[src/rtl/qgs_pkg.sv]
package qgs_pkg;
  // Quadrant code is {reference negative, error negative}
  typedef enum logic [1:0] {
    QM_FWD_POS = 2'b00,
    QM_REV_POS = 2'b01,
    QM_FWD_NEG = 2'b10,
    QM_REV_NEG = 2'b11
  } qmode_e;
endpackage

[src/rtl/qgs_cycle_latch.sv]
module qgs_cycle_latch
  import qgs_pkg::*;
(
  input  logic   clk,
  input  logic   rst_n,
  input  logic   cyc_start,
  input  logic   ref_neg,
  input  logic   err_neg,
  input  logic   ilim,
  output qmode_e mode_q,
  output logic   guard_q,
  output logic   blank_q
);
  qmode_e mode_d;
  logic   guard_d;
  logic   blank_d;
  qmode_e mode_new;

  always_comb begin
    mode_new = qmode_e'({ref_neg, err_neg});
    mode_d   = mode_q;
    guard_d  = guard_q;
    blank_d  = blank_q;
    if (cyc_start) begin
      mode_d  = mode_new;
      guard_d = (mode_new != mode_q);
      blank_d = ilim;
    end
  end

  always_ff @(posedge clk or negedge rst_n) begin
    if (!rst_n) begin
      mode_q  <= QM_FWD_POS;
      guard_q <= 1'b1;
      blank_q <= 1'b0;
    end else begin
      mode_q  <= mode_d;
      guard_q <= guard_d;
      blank_q <= blank_d;
    end
  end

  // captured state only moves on a cycle start
  a_r9_hold_mid_cycle: assert property (@(posedge clk) disable iff (!rst_n)
    !cyc_start |=> ($stable(mode_q) && $stable(blank_q)));

  // a new quadrant always opens with the off cycle
  a_r10_guard_on_change: assert property (@(posedge clk) disable iff (!rst_n)
    (cyc_start && (qmode_e'({ref_neg, err_neg}) != mode_q)) |=> guard_q);
endmodule

[src/rtl/qgs_route.sv]
module qgs_route
  import qgs_pkg::*;
(
  input  qmode_e mode,
  input  logic   guard,
  input  logic   blank,
  input  logic   pwm_in,
  input  logic   rect_phase,
  output logic   pri_on,
  output logic   pch_on,
  output logic   nch_on
);
  logic pwm_act;
  logic rect_act;

  always_comb begin
    pwm_act  = pwm_in & ~blank & ~guard;
    rect_act = rect_phase & ~pwm_in & ~guard;
    pri_on   = 1'b0;
    pch_on   = 1'b0;
    nch_on   = 1'b0;
    unique case (mode)
      QM_FWD_POS: begin
        pri_on = pwm_act;
        pch_on = rect_act;
      end
      QM_REV_POS: nch_on = pwm_act;
      QM_FWD_NEG: begin
        pri_on = pwm_act;
        nch_on = rect_act;
      end
      QM_REV_NEG: pch_on = pwm_act;
      default: ;
    endcase
  end
endmodule

[src/rtl/qgs_drive.sv]
module qgs_drive #(
  parameter bit PCH_ACTIVE_LOW = 1'b1
) (
  input  logic clk,
  input  logic rst_n,
  input  logic enable,
  input  logic pri_on,
  input  logic pch_on,
  input  logic nch_on,
  output logic gd_pri,
  output logic gd_pch,
  output logic gd_nch
);
  localparam logic PCH_OFF = PCH_ACTIVE_LOW;

  logic pri_d, pch_lvl, nch_d;
  logic pri_q, pch_q, nch_q;

  always_comb begin
    pri_d = enable & pri_on;
    nch_d = enable & nch_on;
  end

  generate
    if (PCH_ACTIVE_LOW) begin : g_pch_inv
      always_comb pch_lvl = ~(enable & pch_on);
    end else begin : g_pch_true
      always_comb pch_lvl = enable & pch_on;
    end
  endgenerate

  always_ff @(posedge clk or negedge rst_n) begin
    if (!rst_n) begin
      pri_q <= 1'b0;
      pch_q <= PCH_OFF;
      nch_q <= 1'b0;
    end else begin
      pri_q <= pri_d;
      pch_q <= pch_lvl;
      nch_q <= nch_d;
    end
  end

  assign gd_pri = pri_q;
  assign gd_pch = pch_q;
  assign gd_nch = nch_q;

  // disabled cycle leaves every switch off
  a_r8_enable_off: assert property (@(posedge clk) disable iff (!rst_n)
    !enable |=> (!gd_pri && (gd_pch == PCH_OFF) && !gd_nch));

  // the two secondaries never conduct together
  a_r6_no_shoot: assert property (@(posedge clk) disable iff (!rst_n)
    !((gd_pch != PCH_OFF) && gd_nch));
endmodule

[src/rtl/quad_gate_steer.sv]
module quad_gate_steer
  import qgs_pkg::*;
#(
  parameter bit PCH_ACTIVE_LOW = 1'b1
) (
  input  logic clk,
  input  logic rst_n,
  input  logic cyc_start,
  input  logic pwm_in,
  input  logic rect_phase,
  input  logic err_neg,
  input  logic ref_neg,
  input  logic ilim,
  input  logic enable,
  output logic gd_pri,
  output logic gd_pch_n,
  output logic gd_nch
);
  qmode_e mode_q;
  logic   guard_q, blank_q;
  logic   pri_on, pch_on, nch_on;

  qgs_cycle_latch u_latch (
    .clk       (clk),
    .rst_n     (rst_n),
    .cyc_start (cyc_start),
    .ref_neg   (ref_neg),
    .err_neg   (err_neg),
    .ilim      (ilim),
    .mode_q    (mode_q),
    .guard_q   (guard_q),
    .blank_q   (blank_q)
  );

  qgs_route u_route (
    .mode       (mode_q),
    .guard      (guard_q),
    .blank      (blank_q),
    .pwm_in     (pwm_in),
    .rect_phase (rect_phase),
    .pri_on     (pri_on),
    .pch_on     (pch_on),
    .nch_on     (nch_on)
  );

  qgs_drive #(.PCH_ACTIVE_LOW(PCH_ACTIVE_LOW)) u_drive (
    .clk    (clk),
    .rst_n  (rst_n),
    .enable (enable),
    .pri_on (pri_on),
    .pch_on (pch_on),
    .nch_on (nch_on),
    .gd_pri (gd_pri),
    .gd_pch (gd_pch_n),
    .gd_nch (gd_nch)
  );

  // a blanked cycle never turns the primary on
  a_r7_blank_primary: assert property (@(posedge clk) disable iff (!rst_n)
    blank_q |=> !gd_pri);

  // reverse-power quadrants keep the primary off
  a_r2_rev_primary_off: assert property (@(posedge clk) disable iff (!rst_n)
    (mode_q == QM_REV_POS || mode_q == QM_REV_NEG) |=> !gd_pri);
endmodule

[config.mk]
export PLATFORM = sky130hd
export DESIGN_NAME = quad_gate_steer
export DESIGN_NICKNAME = d
export VERILOG_FILES = /design/src/rtl/qgs_pkg.sv /design/src/rtl/qgs_cycle_latch.sv /design/src/rtl/qgs_route.sv /design/src/rtl/qgs_drive.sv /design/src/rtl/quad_gate_steer.sv
export SDC_FILE = /design/constraint.sdc
export NUM_CORES = 1
export LEC_CHECK = 0
export ABC_AREA = 1
export CORE_AREA = 10 10 47 49
export DETAILED_ROUTE_END_ITERATION = 8
export DIE_AREA = 0 0 57 59
export DONT_BUFFER_PORTS = 1
export HOLD_SLACK_MARGIN = 0.05
export PLACE_DENSITY_LB_ADDON = 0.25
export SLEW_MARGIN = 25
export SYNTH_ARGS = -nofsm -noshare
export SYNTH_HDL_FRONTEND = slang
export SYNTH_HIERARCHICAL = 1
export SYNTH_SLANG_ARGS = --single-unit
[constraint.sdc]
create_clock -name clk -period 1.4 [get_ports clk]
set_clock_uncertainty 0.05 [all_clocks]
set_input_delay 0.07 -clock clk [delete_from_list [all_inputs] [get_ports clk]]
set_output_delay 0.07 -clock clk [all_outputs]
set_load 0.02 [all_outputs]
==> results of run 1 <==
stage by stage:
stage               hold slack, ns  cells  total power [mW]  instance area, µm²  setup slack [ns]
finish                       0.105     76             0.496                 528             0.128
global route                 0.131     76             0.534                 528            0.0399
CTS                          0.115     76             0.508                 526            0.0717
detailed placement          -0.275     63             0.289                 409             0.271
global placement            -0.275     63             0.289                 409             0.285
floorplan                   -0.276     47             0.278                 389             0.343
power breakdown:
group          internal, mW  switching [mW]  total (mW)
clock network         0.109          0.0721       0.181
registers             0.219          0.0134       0.233
logic                0.0406          0.0423      0.0829
total                 0.369           0.128       0.496
metal layers:
layer / up-vias / share of wire
met3: 2 / 0.055
met1: 143 / 0.46
li1: 175 / -
met2: 11 / 0.46
met4: 0 / 0.022
met5: - / 0
state kept, by name (all words and copies together) (netlist names):
| signal | flops |
|---|---|
| u_drive/gd_nch | 1 |
| u_drive/gd_pch | 1 |
| u_drive/gd_pri | 1 |
| u_latch/blank_q | 1 |
| u_latch/guard_q | 1 |
| u_latch/mode_q | 2 |
final timing paths:
check / end / slack, ns
worst max-delay path: u_latch/mode_q[0] / 0.13
worst min-delay path: u_drive/gd_nch / 0.11
worst max register to register: u_latch/mode_q[0] / 0.13
worst min register to register: u_latch/blank_q / 0.45
max in group asynchronous: u_latch/guard_q / 0.90
min in group clk: u_latch/mode_q[1] / 0.23
worst register-to-register path, cell delays in order, from the launching register on:
cell           delay, ns
dfrtp_1             0.41
inv_2               0.08
o21ai_0             0.06
dlygate4sd3_1       0.56
cells in the mapped netlist:
library cell  number  share of area
a21oi_1            2          0.026
dfrtp_1            5           0.32
dfstp_2            2           0.14
ha_1               4           0.13
inv_1             10          0.096
mux2_2             1          0.029
nand2_1            8          0.077
nand3_1            4          0.051
nand4_1            2          0.032
nor2_1             5          0.048
nor2_2             1          0.016
o21ai_0            3          0.039
logic make-up (layout without fill, tap and decap cells):
family,Yosys count,after routing,share of synthesized area
simple gates,20,20,0.225
buf+inv,10,23,0.0965
fa+ha+maj,4,4,0.129
compound gates,5,5,0.0643
flops,7,7,0.457
mux,1,1,0.0289
area by class of cell:
class                      count  area share
tap                           16      0.0379
sequential                     7       0.336
clock buffer                   4      0.0498
inverter                      10      0.0711
multi-input combinational     30       0.329
timing repair buffer           9       0.175
what timing repair did:
| action | 4_1_cts | 5_1_grt |
|---|---|---|
| hold buffers | 9 | 0 |
| endpoints found under the hold margin | 14 | 0 |
| setup buffers | 0 | 0 |
| setup endpoints to repair | 0 | 1 |
| gates resized for setup | 0 | 2 |
layout by cell type (no fill, tap or decap):
cell	count
nor2_1	5
ha_1	4
inv_1	9
clkbuf_4	3
nand2_1	8
nand3_1	4
mux2_2	1
dfstp_2	2
dlygate4sd3_1	8
clkbuf_1	1
dfrtp_1	5
a21oi_1	2
o21ai_0	3
nand4_1	2
nor2_2	1
inv_2	1
dlymetal6s4s_1	1
==> flow_summary.toml, run 1 <==
[synthesis]
synthesis.nets = 60
ys_warn_count = 6
netlist_instances = 47
synth_seq_cells = 7
syn_area_um2 = 389
ys_seq_area_frac = 0.457
ys_types = 12
avgSynthCellArea_um2 = 8.28

[routing]
wire_per_inst_um = 10.1
wl_um = 769
drc_errors = 0
drtIter0Drc = 1
viasPerCell = 4.36
drt-pass1-iter-count = 2
ant_nets = 0
route.vias.total = 331

[timing]
hold_viol_final = 0
drv_slew = 0
period_share = 0.909
tns_ns = 0
rsz0062_at_grt = "false"
period_needed_ns = 1.27
slew-limit-headroom = 0.780
setup_viol_count_final = 0
worst-slew-pin-transition_ns = 0.328
max_freq_ghz = 0.786

[global_route]
grt_pass1_wl_mm = 1.50
grt_max_degree = 8
grt_use_met3 = 0.0365
grtUsageTotal = 0.0569
antenna_found_initial = 0
use_met1 = 0.0590
met2_usage = 0.0868
grt_overflow = 0
gr-max-usage-layer = "met2"
grt_pass1_vias = 355

[floorplan]
dieHeight_um = 59
design.die.area_um2 = 3360
rows = 14
fp.dieW_um = 57
initial_utilization = 0.278
core_area_um2 = 1400
io_pins = 12

[layout]
area_growth_pct = 35.7
fill_cells = 152
regArea_um2 = 178
utilization = 0.377
diodes = 0
drive_above_1_share = 0.133
nets = 74
multi_input_area_um2 = 174

[critical_path]
path_cells = "inv_2, o21ai_0, dlygate4sd3_1"
startpoint = "u_latch/mode_q[0]"
worstPathRequired_ns = 1.48
path_delay_family = "buffers and inverters"
startpoint_type = "flip-flop"
r2r_start = "u_latch/mode_q[0]"
cp_slowest_cell = "dlygate4sd3_1"
criticalPathCategory = "reg -> reg"
reg2regPathDepth = 3
max_stage_delay_ns = 0.56
end_kind = "flip-flop"
cp.arrival_ns = 1.35
cp_num_buf_inv = 2
path_max_fanout = 4
cp.depth = 3

[placed_design]
port-buffer-count = 0
hpwl_um = 622
gp_congestion = 0.685

[clocking]
tritoncts = "yes"
clock_sinks = 7
ctsLongestPathBuffers = 2
cts-root-buf = "clkbuf_4"
clk_pin_slew_ns = 0.05
htreeDepth = 1
clock_latency_ns = 0.24
cts_buffers = 3

[run]
cap_violations = 0

[power_and_ir_drop]
total_leakage_power_nw = 0.277
power_density_nw_per_um2 = 940
ir_drop_v = 0.000494

[status]
status = "completed"

[min_path]
min_path_type = "in -> async"
(Power assumes the default switching activity.)
==> inputs of run 2 (changes only) <==
--- a/config.mk
+++ b/config.mk
@@ -17,3 +17,4 @@
 export SYNTH_HDL_FRONTEND = slang
 export SYNTH_HIERARCHICAL = 1
 export SYNTH_SLANG_ARGS = --single-unit
+export TNS_END_PERCENT = 30
==> constraint.sdc (replaced) <==
create_clock -name clk -period 1.4 [get_ports clk]
set_clock_uncertainty 0.05 [all_clocks]
set_input_delay 0.28 -clock clk [delete_from_list [all_inputs] [get_ports clk]]
set_output_delay 0.28 -clock clk [all_outputs]
set_load 0.02 [all_outputs]
==> flow_summary.toml, run 2 (synthesis gave the netlist of run 1 again) <==
[clocking]
post-cts-setup-buffers = 0
clock_sinks = 7
cts_resized = 0
clk_pin_slew_ns = 0.05
ctsLongestPathBuffers = 2
clock_latency_ns = 0.24
cts-root-buf = "clkbuf_4"
cts_buffers = 3
tritoncts = "yes"
htreeDepth = 1

[routing]
ant_nets = 0
viasPerCell = 4.30
drtIter0Drc = 1
drc_errors = 0
drt-pass1-iter-count = 4
route.vias.total = 297
wl_um = 745
wire_per_inst_um = 10.8

[floorplan]
fp.dieW_um = 57
core_area_um2 = 1400
initial_utilization = 0.278
rows = 14
dieHeight_um = 59
io_pins = 12
design.die.area_um2 = 3360

[critical_path]
r2r_start = "u_latch/mode_q[1]"
path_max_fanout = 1
criticalPathCategory = "reg -> out"
r2r_slack_ns = 0.26
r2r_end = "u_drive/gd_nch"
end_kind = "primary output"
startpoint_type = "flip-flop"
cp.arrival_ns = 0.82
reg2regPathDepth = 6
worstPathRequired_ns = 1.07

[power_and_ir_drop]
total_power_mw = 0.471
power_density_nw_per_um2 = 1030
switchingPower_mw = 0.117
ir_drop_v = 0.000466
p_int_mw = 0.354
total_leakage_power_nw = 0.239
seqPwrFrac = 0.493
pwr-share-comb = 0.128
pwr-share-clk = 0.379
swShare = 0.249

[layout]
diodes = 0
final_common_cell = "inv_1"
drive_above_1_share = 0.132
mostFrequentLayoutCells = "inv_1, nand2_1, dfrtp_1, nor2_1"
area_growth_pct = 17.0
largest_reg_flops = 2
top_register = "u_latch/mode_q"
nets = 67

[timing]
setup_viol_count_final = 0
tns_ns = 0
max_freq_ghz = 0.870
rsz0062_at_grt = "false"
period_needed_ns = 1.15
period_share = 0.821
worst-slew-pin-transition_ns = 0.323
slew-limit-headroom = 0.784
drv_slew = 0
hold_viol_final = 0

[placed_design]
hpwl_um = 622
gp_congestion = 0.685
port-buffer-count = 0

[global_route]
grt_pass1_wl_mm = 1.40
grt_max_degree = 8
grtUsageTotal = 0.0534
antenna_found_initial = 0
grt_overflow = 0
grt_pass1_vias = 314

[run]
cap_violations = 0

[min_path]
hold_end = "u_latch/mode_q[1]"
hold_start = "cyc_start"
min_path_cells = 1
min_path_type = "in -> reg"

[status]
status = "completed"
==> run 2: cell count changes in the layout (fill, tap and decap cells not counted), sizes merged <==
cell	previous run	this run
dlymetal6s4s	1	0
dlygate4sd3	8	2
==> run 2: power by group through the flow <==
stage               sequential [mW]  combinational, mW  clock, mW
finish                        0.232             0.0602      0.179
global route                  0.235             0.0732      0.199
CTS                           0.233             0.0615      0.191
detailed placement            0.236             0.0525          0
global placement              0.236             0.0531          0
floorplan                     0.233             0.0448          0
==> run 2: per-stage QoR <==
stage	cell area (µm²)	cells	worst slack, ns	hold WS (ns)	util
2_1_floorplan	389	47	0.343	-0.0656	-
3_3_place_gp	409	63	0.285	-0.0653	0.292
3_5_place_dp	409	63	0.271	-0.0653	0.292
4_1_cts	455	69	0.235	0.0749	0.325
5_1_grt	455	69	0.152	0.0727	0.325
6_report	455	69	0.251	0.0838	0.325
==> run 2: what timing repair did <==
action	CTS	global route
hold buffers	2	0
endpoints found under the hold margin	8	0
setup endpoints to repair	0	0
==> run 2: how the worst max path moves through the flow <==
stage,to,slack [ns],cells after the start,start
floorplan,u_drive/gd_nch,0.34,6,u_latch/mode_q[1]
global placement,u_drive/gd_nch,0.28,6,u_latch/mode_q[0]
detailed placement,u_drive/gd_nch,0.27,6,u_latch/mode_q[1]
CTS,gd_pch_n,0.24,0,u_drive/gd_pch
global route,u_drive/gd_nch,0.15,6,u_latch/mode_q[1]
finish,gd_pch_n,0.25,0,u_drive/gd_pch
==> run 2: cell type report <==
class / instances / area (µm²)
clock buffers: 4 / 26.3
fillers: 155 / 946
inverters: 10 / 37.5
multi-input cells: 30 / 174
flip-flops and latches: 7 / 178
well taps: 16 / 20.0
repair buffers: 2 / 20.0
==> run 2: metal layers <==
metal,up-vias,wire length (µm),GRT usage
li1,159,-,-
met1,125,312,0.0505
met2,13,345,0.0791
met3,0,88,0.0451
met4,0,0,0.0302
met5,-,0,0
==> inputs of run 3 (changes only) <==
--- a/config.mk
+++ b/config.mk
@@ -5,7 +5,7 @@
 export SDC_FILE = /design/constraint.sdc
 export NUM_CORES = 1
 export LEC_CHECK = 0
-export ABC_AREA = 1
+export ABC_AREA = 0
 export CORE_AREA = 10 10 47 49
 export DETAILED_ROUTE_END_ITERATION = 8
 export DIE_AREA = 0 0 57 59
==> constraint.sdc (replaced) <==
create_clock -name clk -period 1.1 [get_ports clk]
set_clock_uncertainty 0.05 [all_clocks]
set_input_delay 0.22 -clock clk [delete_from_list [all_inputs] [get_ports clk]]
set_output_delay 0.22 -clock clk [all_outputs]
set_load 0.02 [all_outputs]
==> flow_summary.toml, run 3 <==
[floorplan]
fp.dieW_um = 57
design.die.area_um2 = 3360
io_pins = 12
dieHeight_um = 59
initial_utilization = 0.271
rows = 14
core_area_um2 = 1400

[timing]
period_needed_ns = 1.20
period_share = 1.09
setup_viol_count_final = 6
worst-slew-pin-transition_ns = 0.318
hold_viol_final = 0
rsz0062_at_grt = "true"
max_freq_ghz = 0.835
slew-limit-headroom = 0.788
tns_ns = -0.362
drv_slew = 0
setup_ws_ns = -0.0974

[global_route]
antenna_found_initial = 0
grt_pass1_wl_mm = 1.31
grt_pass1_vias = 318
grt_max_degree = 8
grt_overflow = 0
grtUsageTotal = 0.0516

[synthesis]
syn_area_um2 = 379
ys_async_sr_fraction = 1.00
avgSynthCellArea_um2 = 11.8
ys_types = 15
yosysTopAreaCell = "dfrtp_1"
ys_warn_count = 6
synthFlopType = "dfrtp_1"
synth_seq_cells = 7
synth.top_cell.area_share = 0.330
yosysMostFrequentCell = "dfrtp_1"
ys_seq_area_frac = 0.469
netlist_instances = 32
synthesis.nets = 45
synth_edf_count = 0
synthTopCellsByArea = "dfrtp_1, dfstp_2, ha_1, mux2_2, nand3b_1"
yosys-top-cells-count = "dfrtp_1, ha_1, nand3b_1, mux2_2"

[clocking]
cts_buffers = 3
tritoncts = "yes"
ctsLongestPathBuffers = 2
htreeDepth = 1
cts-root-buf = "clkbuf_4"
clock_latency_ns = 0.25
clk_pin_slew_ns = 0.05
clock_sinks = 7

[placed_design]
place_area_um2 = 422
placedCellCount = 51
port-buffer-count = 0
place_ws_ns = -0.107
gp_congestion = 0.648

[critical_path]
end_kind = "flip-flop"
path_max_fanout = 4
criticalPathCategory = "reg -> reg"
worstPathRequired_ns = 1.18
max_stage_delay_ns = 0.42
cp_slowest_cell = "dfrtp_1"
cp_num_buf_inv = 1
path_cells = "buf_4, ha_4, nand3b_1, a21oi_2, and2_1"
startpoint_type = "flip-flop"
path_delay_family = "flip-flops"
cp.arrival_ns = 1.28

[layout]
mostFrequentLayoutCells = "buf_4, dfrtp_1, nand3b_1, ha_4"
top_register = "u_latch/mode_q"
largest_reg_flops = 2
diodes = 0
drive_above_1_share = 0.556
area_growth_pct = 51.8
fin_cells = 61
stdcell_area_um2 = 576
nets = 59
final_common_cell = "buf_4"

[routing]
viasPerCell = 4.74
wire_per_inst_um = 15.4
drtIter0Drc = 1
route.vias.total = 289
ant_nets = 0
drt-pass1-iter-count = 2
wl_um = 938
drc_errors = 0

[min_path]
min_path_type = "in -> reg"

[power_and_ir_drop]
total_leakage_power_nw = 0.225
power_density_nw_per_um2 = 1230
ir_drop_v = 0.000634

[run]
cap_violations = 0

[status]
violations = "negative setup slack"
status = "finished, violations left"
## run 3: cell count changes in the layout (fill, tap and decap cells not counted), sizes merged, moves of 2 or more
cell    change
nand3b      +4
nor2        -4
mux2        +2
nand2       -7
inv         -8
xnor2       +2
nand4       -2
o21ai       -3
buf         +6
and2        +2
nand3       -4
## run 3: area by class of cell
class	instances	area [µm²]
clock buffers	4	26.3
multi-input cells	23	262
repair buffers	9	78.8
flip-flops and latches	7	179
fillers	146	826
well taps	16	20.0
inverters	2	10.0
## run 3: repair_timing
item,4_1_cts,5_1_grt
endpoints found under the hold margin,10,0
buffers inserted,2,1
gates cloned,0,0
pin swaps,8,7
setup endpoints to repair,4,6
hold buffers,3,0
resized for setup,6,9
## run 3: final timing paths
check | from | endpoint | slack, ns | cells past startpoint
worst max-delay path | u_latch/mode_q[0] | u_drive/gd_nch | -0.1 | 5
worst min-delay path | ilim | u_latch/blank_q | 0.07 | 1
worst max register to register | u_latch/mode_q[0] | u_drive/gd_nch | -0.1 | 5
worst min register to register | u_latch/guard_q | u_latch/guard_q | 0.47 | 2
max in group asynchronous | rst_n | u_drive/gd_pch | 0.46 | 1
min in group asynchronous | rst_n | u_latch/mode_q[0] | 0.25 | 1
## run 3: worst register-to-register path, cell delays in order (launching register included)
cell,delay (ns)
dfrtp_1,0.42
buf_4,0.16
ha_4,0.15
nand3b_1,0.11
a21oi_2,0.06
and2_1,0.14
## run 3: metal layers
layer / track usage / vias up / routed length [µm]
li1: - / 137 / -
met1: 0.0361 / 141 / 309
met2: 0.0915 / 11 / 512
met3: 0.0515 / 0 / 116
met4: 0.0201 / 0 / 0
met5: 0 / - / 0
## run 3: cells by family (layout without fill, tap and decap cells)
logic type      count (synthesis)  in the layout  synth area share
mux                             3              3            0.0891
fa+ha+maj                       4              4             0.132
compound gates                  3              3            0.0627
buf+inv                         2             15            0.0198
flops                           7              7             0.469
simple gates                   11             11             0.182
xor+xnor                        2              2            0.0462
## run 3: where the power goes
group | total [mW] | leakage, nW | internal [mW] | switching (mW)
clock network | 0.230 | 0.0150 | 0.138 | 0.0919
registers | 0.313 | 0.0830 | 0.282 | 0.0305
logic | 0.167 | 0.127 | 0.101 | 0.0664
total | 0.710 | 0.225 | 0.521 | 0.189
## run 3: per-stage QoR
step	power, mW	hold slack (ns)	util
2_1_floorplan	0.365	-0.126	-
3_3_place_gp	0.391	-0.125	0.301
5_1_grt	0.746	0.0606	0.411
3_5_place_dp	0.399	-0.125	0.301
4_1_cts	0.676	0.0638	0.371
6_report	0.710	0.0683	0.411
